==> src/rtl/bmreg_pkg.sv <==
// Package: shared layout constants and access-width encoding for the
// bus-master channel register set. Assumes a little-endian 8-byte window.
package bmreg_pkg;
    localparam int HOST_BYTES = 4;
    localparam int WIN_BYTES  = 8;
    localparam int OFF_W      = $clog2(WIN_BYTES);
    localparam int CMD_LANE   = 0;
    localparam int STAT_LANE  = 2;
    localparam int BASE_LANE  = 4;
    localparam int CMD_GO     = 0;
    localparam int CMD_DIR    = 3;
    localparam int ST_ACT     = 0;
    localparam int ST_ERR     = 1;
    localparam int ST_INT     = 2;
    localparam int ST_HOST_LO = 5;
    localparam int ST_HOST_HI = 6;

    typedef enum logic [1:0] {
        SZ_BYTE = 2'd0,
        SZ_HALF = 2'd1,
        SZ_WORD = 2'd2,
        SZ_WALT = 2'd3
    } acc_size_e;
endpackage

==> src/rtl/bmreg_lanes.sv <==
// Module: byte-lane decoder for the register window. Turns an offset and
// width into per-lane write enables and shifted write data, and extracts
// right-aligned read data. Assumes bytes past the window are dropped.
module bmreg_lanes
    import bmreg_pkg::*;
#(
    parameter int HB = HOST_BYTES,
    parameter int WB = WIN_BYTES,
    parameter int OW = OFF_W
) (
    input  logic              wr,
    input  logic [OW-1:0]     off,
    input  logic [1:0]        size,
    input  logic [8*HB-1:0]   wdata,
    input  logic [8*WB-1:0]   win_rd,
    output logic [WB-1:0]     lane_we,
    output logic [8*WB-1:0]   lane_wd,
    output logic [8*HB-1:0]   rdata
);
    localparam int PAD = WB - HB;

    logic [HB-1:0]   size_mask;
    logic [WB-1:0]   lane_sel;
    logic [8*WB-1:0] rd_wide;
    logic [8*HB-1:0] byte_mask;

    // Width code to a mask of covered host bytes.
    always_comb begin
        case (acc_size_e'(size))
            SZ_BYTE: size_mask = HB'(1);
            SZ_HALF: size_mask = HB'(3);
            default: size_mask = '1;
        endcase
    end

    // Shift mask and data to the addressed lanes, and align read data.
    always_comb begin
        lane_sel = {{PAD{1'b0}}, size_mask} << off;
        lane_we  = wr ? lane_sel : '0;
        lane_wd  = {{(8*PAD){1'b0}}, wdata} << {off, 3'b000};
        rd_wide  = win_rd >> {off, 3'b000};
        for (int i = 0; i < HB; i++) begin
            byte_mask[8*i +: 8] = {8{size_mask[i]}};
        end
        rdata = rd_wide[8*HB-1:0] & byte_mask;
    end
endmodule

==> src/rtl/bmreg_cmd.sv <==
// Module: command byte. Keeps the start and direction bits and detects
// start-bit changes. Assumes at most one command write per cycle.
module bmreg_cmd
    import bmreg_pkg::*;
(
    input  logic       clk,
    input  logic       rst_n,
    input  logic       we,
    input  logic [7:0] wd,
    input  logic       active,
    output logic       start_req,
    output logic       cancel_req,
    output logic       start_pls,
    output logic       cancel_pls,
    output logic [7:0] cmd_byte
);
    logic go_q;
    logic dir_q;

    // Start-bit edges requested by the current write.
    always_comb begin
        start_req  = we &&  wd[CMD_GO] && !go_q;
        cancel_req = we && !wd[CMD_GO] &&  go_q;
    end

    // Store kept bits and register the engine pulses.
    always_ff @(posedge clk) begin
        if (!rst_n) begin
            go_q       <= 1'b0;
            dir_q      <= 1'b0;
            start_pls  <= 1'b0;
            cancel_pls <= 1'b0;
        end else begin
            start_pls  <= start_req && !active;
            cancel_pls <= cancel_req;
            if (we) begin
                go_q  <= wd[CMD_GO];
                dir_q <= wd[CMD_DIR];
            end
        end
    end

    // Present the byte with unused bits at zero.
    always_comb begin
        cmd_byte          = 8'h00;
        cmd_byte[CMD_GO]  = go_q;
        cmd_byte[CMD_DIR] = dir_q;
    end

    assert_same_go_no_pulse_R2: assert property (@(posedge clk) disable iff (!rst_n)
        (we && (wd[CMD_GO] == go_q)) |=> (!start_pls && !cancel_pls));
endmodule

==> src/rtl/bmreg_status.sv <==
// Module: status byte. Owns the active bit, the sticky error and interrupt
// bits and two host bits. Assumes drv_irq is synchronous to clk.
module bmreg_status
    import bmreg_pkg::*;
(
    input  logic       clk,
    input  logic       rst_n,
    input  logic       we,
    input  logic [7:0] wd,
    input  logic       set_act,
    input  logic       clr_act,
    input  logic       eng_err,
    input  logic       drv_irq,
    output logic [7:0] stat_byte,
    output logic       host_irq
);
    logic       act_q;
    logic       err_q;
    logic       int_q;
    logic       irq_prev;
    logic [1:0] host_bits;

    // Update each status field under its own set/clear rule.
    always_ff @(posedge clk) begin
        if (!rst_n) begin
            act_q     <= 1'b0;
            err_q     <= 1'b0;
            int_q     <= 1'b0;
            irq_prev  <= 1'b0;
            host_bits <= 2'b00;
        end else begin
            irq_prev <= drv_irq;
            if (set_act)       act_q <= 1'b1;
            else if (clr_act)  act_q <= 1'b0;
            if (we)            host_bits <= wd[ST_HOST_HI:ST_HOST_LO];
            if (eng_err)                err_q <= 1'b1;
            else if (we && wd[ST_ERR])  err_q <= 1'b0;
            if (drv_irq && !irq_prev)   int_q <= 1'b1;
            else if (we && wd[ST_INT])  int_q <= 1'b0;
        end
    end

    // Assemble the readable byte and pass the interrupt level through.
    always_comb begin
        stat_byte                        = 8'h00;
        stat_byte[ST_ACT]                = act_q;
        stat_byte[ST_ERR]                = err_q;
        stat_byte[ST_INT]                = int_q;
        stat_byte[ST_HOST_HI:ST_HOST_LO] = host_bits;
        host_irq                         = drv_irq;
    end

    assert_host_keeps_active_R5: assert property (@(posedge clk) disable iff (!rst_n)
        (we && !set_act && !clr_act) |=> (act_q == $past(act_q)));
    assert_err_clear_by_one_R6: assert property (@(posedge clk) disable iff (!rst_n)
        $fell(err_q) |-> $past(we && wd[ST_ERR]));
    assert_irq_rise_sets_R7: assert property (@(posedge clk) disable iff (!rst_n)
        $rose(drv_irq) |=> int_q);
endmodule

==> src/rtl/bmreg_base.sv <==
// Module: descriptor table base with byte-lane merge, and the current
// table pointer reloaded from it on a start. Assumes PW is a byte multiple.
module bmreg_base #(
    parameter int PW = 32
) (
    input  logic          clk,
    input  logic          rst_n,
    input  logic [PW/8-1:0] lane_we,
    input  logic [PW-1:0] wd,
    input  logic          reload,
    output logic [PW-1:0] base_q,
    output logic [PW-1:0] ptr_q
);
    localparam int NB = PW / 8;

    logic [PW-1:0] base_nx;

    // Merge written lanes and force dword alignment.
    always_comb begin
        base_nx = base_q;
        for (int i = 0; i < NB; i++) begin
            if (lane_we[i]) base_nx[8*i +: 8] = wd[8*i +: 8];
        end
        base_nx[1:0] = 2'b00;
    end

    // Hold base and pointer, reloading the pointer on start.
    always_ff @(posedge clk) begin
        if (!rst_n) begin
            base_q <= '0;
            ptr_q  <= '0;
        end else begin
            base_q <= base_nx;
            if (reload) ptr_q <= base_q;
        end
    end

    assert_low_lane_merge_R8: assert property (@(posedge clk) disable iff (!rst_n)
        lane_we[0] |=> (base_q[7:2] == $past(wd[7:2])));
    assert_ptr_holds_R11: assert property (@(posedge clk) disable iff (!rst_n)
        !reload |=> $stable(ptr_q));
endmodule

==> src/rtl/bm_channel_regs.sv <==
// Module: top of one bus-master channel register set. Decodes host lanes
// and wires command, status and base blocks. Assumes an external engine
// reacts to dma_start / dma_cancel and reports eng_stop / eng_err.
module bm_channel_regs
    import bmreg_pkg::*;
#(
    parameter int PTR_BYTES = 4
) (
    input  logic                    clk,
    input  logic                    rst_n,
    input  logic                    host_we,
    input  logic [OFF_W-1:0]        host_off,
    input  logic [1:0]              host_size,
    input  logic [8*HOST_BYTES-1:0] host_wdata,
    output logic [8*HOST_BYTES-1:0] host_rdata,
    input  logic                    eng_stop,
    input  logic                    eng_err,
    input  logic                    drv_irq,
    output logic                    host_irq,
    output logic                    dma_start,
    output logic                    dma_cancel,
    output logic                    dma_dir,
    output logic [8*PTR_BYTES-1:0]  table_base,
    output logic [8*PTR_BYTES-1:0]  table_ptr
);
    localparam int PW = 8 * PTR_BYTES;

    logic [WIN_BYTES-1:0]   lane_we;
    logic [8*WIN_BYTES-1:0] lane_wd;
    logic [8*WIN_BYTES-1:0] win_rd;
    logic [7:0]             cmd_byte;
    logic [7:0]             stat_byte;
    logic                   start_req;
    logic                   cancel_req;

    bmreg_lanes u_lanes (
        .wr      (host_we),
        .off     (host_off),
        .size    (host_size),
        .wdata   (host_wdata),
        .win_rd  (win_rd),
        .lane_we (lane_we),
        .lane_wd (lane_wd),
        .rdata   (host_rdata)
    );

    bmreg_cmd u_cmd (
        .clk        (clk),
        .rst_n      (rst_n),
        .we         (lane_we[CMD_LANE]),
        .wd         (lane_wd[8*CMD_LANE +: 8]),
        .active     (stat_byte[ST_ACT]),
        .start_req  (start_req),
        .cancel_req (cancel_req),
        .start_pls  (dma_start),
        .cancel_pls (dma_cancel),
        .cmd_byte   (cmd_byte)
    );

    bmreg_status u_status (
        .clk       (clk),
        .rst_n     (rst_n),
        .we        (lane_we[STAT_LANE]),
        .wd        (lane_wd[8*STAT_LANE +: 8]),
        .set_act   (start_req),
        .clr_act   (cancel_req || eng_stop),
        .eng_err   (eng_err),
        .drv_irq   (drv_irq),
        .stat_byte (stat_byte),
        .host_irq  (host_irq)
    );

    bmreg_base #(.PW(PW)) u_base (
        .clk     (clk),
        .rst_n   (rst_n),
        .lane_we (lane_we[BASE_LANE +: PTR_BYTES]),
        .wd      (lane_wd[8*BASE_LANE +: PW]),
        .reload  (start_req),
        .base_q  (table_base),
        .ptr_q   (table_ptr)
    );

    // Build the readable window image; unused lanes read zero.
    always_comb begin
        win_rd = '0;
        win_rd[8*CMD_LANE  +: 8]  = cmd_byte;
        win_rd[8*STAT_LANE +: 8]  = stat_byte;
        win_rd[8*BASE_LANE +: PW] = table_base;
        dma_dir = cmd_byte[CMD_DIR];
    end

    assert_cancel_clears_active_R3: assert property (@(posedge clk) disable iff (!rst_n)
        dma_cancel |-> !stat_byte[ST_ACT]);
    assert_start_loads_ptr_R4: assert property (@(posedge clk) disable iff (!rst_n)
        dma_start |-> (stat_byte[ST_ACT] && (table_ptr == table_base)));
    assert_pulses_exclusive_R1: assert property (@(posedge clk) disable iff (!rst_n)
        !(dma_start && dma_cancel));
endmodule

==> config.mk <==
export PLATFORM = sky130hd
export DESIGN_NAME = bm_channel_regs
export DESIGN_NICKNAME = d
export VERILOG_FILES = /design/src/rtl/bmreg_pkg.sv /design/src/rtl/bmreg_lanes.sv /design/src/rtl/bmreg_cmd.sv /design/src/rtl/bmreg_status.sv /design/src/rtl/bmreg_base.sv /design/src/rtl/bm_channel_regs.sv
export SDC_FILE = /design/constraint.sdc
export NUM_CORES = 1
export LEC_CHECK = 0
export BUFFER_PORTS_ARGS = -buffer_cell sky130_fd_sc_hd__buf_2
export CORE_MARGIN = 2
export CORE_UTILIZATION = 52
export DETAILED_ROUTE_END_ITERATION = 7
export GPL_ROUTABILITY_DRIVEN = 0
export PLACE_DENSITY = 0.78
export SYNTH_ARGS = -nofsm -noshare
export SYNTH_HDL_FRONTEND = slang
export SYNTH_SLANG_ARGS = --single-unit
==> constraint.sdc <==
create_clock -name clk -period 1.7 [get_ports clk]
set_input_delay 0.255 -clock clk [delete_from_list [all_inputs] [get_ports clk]]
set_output_delay 0.255 -clock clk [all_outputs]
set_load 0.03 [all_outputs]
Yosys cells after proc, flatten, opt, wreduce, memory -nomap -nowiden
Cells that the tools add are included.
W data, S select, Z words.
{"block": "op_classes", "bitwise": 1, "n_eq_ne": 1, "reduce_logical": 17, "shifts": 3, "muxes": 8}
{"op": "$shl A32 B6 Y64", "n": 1}
{"op": "$shr A64 B6 Y32", "n": 1}
{"op": "$and A32 B32 Y32", "n": 1}
{"op": "$logic_and A1 B1 Y1", "n": 8}
{"op": "$mux W8", "n": 1}
{"op": "$pmux W4 S2", "n": 1}
{"op": "$shl A4 B3 Y8", "n": 1}
{"op": "$mux W1", "n": 6}
{"op": "$reduce_bool A2 Y1", "n": 3}
{"op": "$logic_not A1 Y1", "n": 4}
{"op": "$eq A2 B1 Y1 const B", "n": 1}
{"op": "$logic_not A2 Y1", "n": 1}
{"op": "$logic_or A1 B1 Y1", "n": 1}
{"block": "totals", "inputBits": 43, "register_bits": 74}

Depth between registers and ports, before layout
{"block": "depth", "ltp_word": 9, "mapped_depth": 8}

Hierarchy
Synthesis repeated with hierarchy kept, for this count alone.
{"block": "hier_totals", "cells_unflattened": 572, "area_unflattened_um2": 5218.8}
{"module": "bmreg_lanes", "seq_area_each_um2": 0.0, "n_inst": 1, "area_each_um2": 2409.8, "cells_per_inst": 322}
{"module": "bmreg_base", "seq_area_each_um2": 1201.2, "n_inst": 1, "area_each_um2": 2324.7, "cells_per_inst": 199}
{"module": "bmreg_status", "seq_area_each_um2": 120.1, "n_inst": 1, "area_each_um2": 265.3, "cells_per_inst": 27}
{"module": "bmreg_cmd", "seq_area_each_um2": 80.1, "n_inst": 1, "area_each_um2": 209.0, "cells_per_inst": 22}
{"module": "bm_channel_regs", "seq_area_each_um2": 0.0, "n_inst": 1, "area_each_um2": 10.0, "cells_per_inst": 2}

Worst setup path after synthesis
No wires, ideal clock.
{"block": "synth_timing", "path_type": "input port to output port", "start": "in host_off[1]", "end": "out host_rdata[13]", "t_required_ps": 1445, "slack_ps": -313, "path_buffers": 3, "path_stages": 6, "t_arrival_ps": 1758, "cell_sequence": "buf_4 > inv_2 > buf_2 > clkbuf_1 > a221oi_1 > nor3_1"}
{"block": "synth_between", "elab_chain_len": 2}
{"element": "start, declared", "line": "bm_channel_regs.sv:12", "source": "input logic [OFF_W-1:0] host_off,"}
{"element": "$shr A64 B6 Y32", "line": "bmreg_lanes.sv:41", "source": "rd_wide = win_rd >> {off, 3'b000};"}
{"element": "$and A32 B32 Y32", "line": "bmreg_lanes.sv:45", "source": "rdata = rd_wide[8*HB-1:0] & byte_mask;"}
{"element": "end, declared", "line": "bm_channel_regs.sv:15", "source": "output logic [8*HOST_BYTES-1:0] host_rdata,"}
No other way between the ends.

Worst setup path in the final report
{"block": "layout_timing", "start": "reg u_base.base_q[10]", "end": "out host_rdata[10]"}
{"block": "layout_between", "elab_chain_len": 2}
{"element": "start, declared", "line": "bmreg_base.sv:11", "source": "output logic [PW-1:0] base_q,"}
{"element": "start signal, assigned", "line": "bmreg_base.sv:33", "source": "base_q <= base_nx;"}
{"element": "$shr A64 B6 Y32", "line": "bmreg_lanes.sv:41"}
{"element": "$and A32 B32 Y32", "line": "bmreg_lanes.sv:45"}
No other way between the ends.

==> metrics <==
outcome=complete, but fails checks; failing checks=negative setup slack; Reg clk slew, reported paths=0.08 ns; Slew Limit Headroom=57.8%; Min Hold Slack=0.113 ns; crit path time final=1.90 ns; row cnt=33; Initial Util=54.3%; #FFs+latches synth=70; Data required, critical path=1.44 ns; Slew Limit Fails=0; num ports=143; fmax=528 MHz; Initial DRC Count=502; initial antenna violation count=0; biggest regs=u_base.base_q x30, u_base.ptr_q x30, u_status.host_bits x2; Die W=97.1 µm; Yosys Warn Count=0; Core ar.=8300 µm²; post-synth cell types=56; dpl ws=-0.146 ns; root buffer selected by CTS=clkbuf_8; period utilisation layout=111%; Sink Count=70; Clk Latency, worst-skew pair=0.35 ns; # DRC=0; RSZ-0062 raised after global routing=yes; Non-Filler Instances=852; critical path data arrival time=1.64 ns; ys flop type=dfxtp_1; Least-Margin Pin Slew=0.632 ns; cts bufs inserted=9; leak pwr=2.96 nW; die area=9430 µm²; Port Buffer Count=138; Worst IR Drop VDD=0.601 mV; pin count of the biggest net entering global routing=85; Total Power=4.41 mW; synthesized area=4510 µm²; DP Area=5820 µm²; Power Density=678 nW/µm²; Overflow after GRT=0; Post-synth EDFFs=0; Hold Buf Count CTS=0; via count of the routed design=5351; vias per cell=6.28; clock buffer depth=2; ratio of cells with drive above 1 in the final layout=45.0%; skew final=0.0109 ns; first-pass GRT wire length=26700 µm; final WL=17900 µm; Setup CP Type=reg -> out; Critical Path Start Type=flop; GRT Total Usage=34.8%; vias in the first global route=5140; commonest non-fill, non-tap cell in the layout=buf_2; most frequent cells in the layout=buf_2 (112), nand2_1 (106), buf_4 (90); Finished Cell Area=6500 µm²; area growth from synthesis to final layout=44.3%; maxcap violations=0; dpl hpwl=11700 µm; Syn Inst Count=555; H-tree lvl count=3; Final Core Density=78.4%; post-route ant nets=0; post-synth top area cell=dfxtp_1; Worst Setup End Kind=output port; Ant. Diodes=0; asr flop ratio synth=0%; post-DR wirelength/cell=21.0 µm; CP Max Fanout=3; chip height=97.1 µm; Setup TNS Final=-2.05 ns; CTS tree=built; slack of the critical path=-0.195 ns; Mean Syn Cell Area=8.12 µm²; final hold violation count=0; Layout Nets=786; Worst Hold Class=in -> reg; drt first pass iters=6; Final setup viols=27; top post-synthesis cells by area=dfxtp_1 (31%), mux2i_1 (15%), nand2_1 (8.9%); Cells after DPL=824; area share of the largest cell type after synthesis=31.1%; post-synthesis sequential area ratio=31.1%
-- Yosys cell counts, types with 2 or more instances --
| cell type | instances |
|---|---|
| and2_1 | 3 |
| o22a_1 | 16 |
| a21boi_1 | 4 |
| o22ai_1 | 15 |
| buf_2 | 13 |
| nand2_2 | 2 |
| nand4b_1 | 7 |
| mux2_2 | 12 |
| mux2i_1 | 69 |
| a22oi_1 | 17 |
| nand2b_1 | 2 |
| o21ai_0 | 21 |
| nand3_1 | 5 |
| dfxtp_1 | 70 |
| o211ai_1 | 3 |
| nor3b_1 | 2 |
| clkbuf_1 | 25 |
| a21o_1 | 3 |
| buf_1 | 2 |
| nor2_1 | 37 |
| a22o_1 | 2 |
| buf_4 | 11 |
| nor3_1 | 4 |
| inv_1 | 3 |
| a221oi_1 | 3 |
| a21boi_0 | 27 |
| nand2_1 | 107 |
| nor2b_1 | 15 |
| o2bb2ai_1 | 4 |
| o211a_1 | 2 |
| and3_1 | 4 |
| a21oi_1 | 16 |
| a2bb2oi_1 | 4 |
| buf_6 | 3 |
-- cells by family (layout without fill, tap and decap cells) --
logic type / Yosys count / count (layout) / synth area share (%)
flops: 70 / 70 / 31.1
compound gates: 146 / 146 / 23.8
other cells: 1 / 4 / 0.0832
buf+inv: 59 / 248 / 6.74
simple gates: 198 / 198 / 20.0
mux: 81 / 81 / 18.3
-- critical path: stages (launching register included) --
cell and delay, ns:
dfxtp_1 0.36, mux2_4 0.30, a22oi_2 0.16, a2bb2oi_1 0.19
nor2_1 0.08, buf_4 0.21
-- worst paths after layout --
kind,cells past startpoint,startpoint,end,slack (ns)
max,5,u_base.base_q[10],host_rdata[10],-0.20
min,3,drv_irq,u_status.irq_prev,0.11
max reg2reg,5,u_cmd.go_q,u_base.ptr_q[5],0.28
min reg2reg,2,u_base.ptr_q[21],u_base.ptr_q[21],0.45
-- timing repair --
| action | in CTS | in global routing |
|---|---|---|
| gates resized for setup | 75 | 39 |
| buffers inserted | 6 | 6 |
| endpoints found under the setup margin | 31 | 32 |
| cloned | 1 | 0 |
| pin swaps | 16 | 17 |
-- routing by layer --
layer | up-vias | GRT usage [%] | routed length [µm]
li1 | 2348 | - | -
met1 | 2474 | 43.5 | 6690
met2 | 423 | 57.2 | 8300
met3 | 106 | 7.91 | 1890
met4 | 0 | 15.7 | 1000
met5 | - | 0 | 0
-- area by class of cell --
cell class,count,area [µm²]
inverters,5,21.3
clock buffers,9,124
repair buffers,228,1590
clock inverters,6,86.3
fillers,524,1800
flip-flops and latches,70,1440
well taps,105,131
multi-input cells,429,3120
-- where the power goes --
group / internal (mW) / leakage [nW] / total (mW) / switching, mW
clock: 0.818 / 0.105 / 1.49 / 0.673
sequential: 1.68 / 0.577 / 1.75 / 0.0682
combinational: 0.482 / 2.28 / 1.17 / 0.684
total: 2.98 / 2.96 / 4.41 / 1.43
Power figures use the tool's default switching activity.
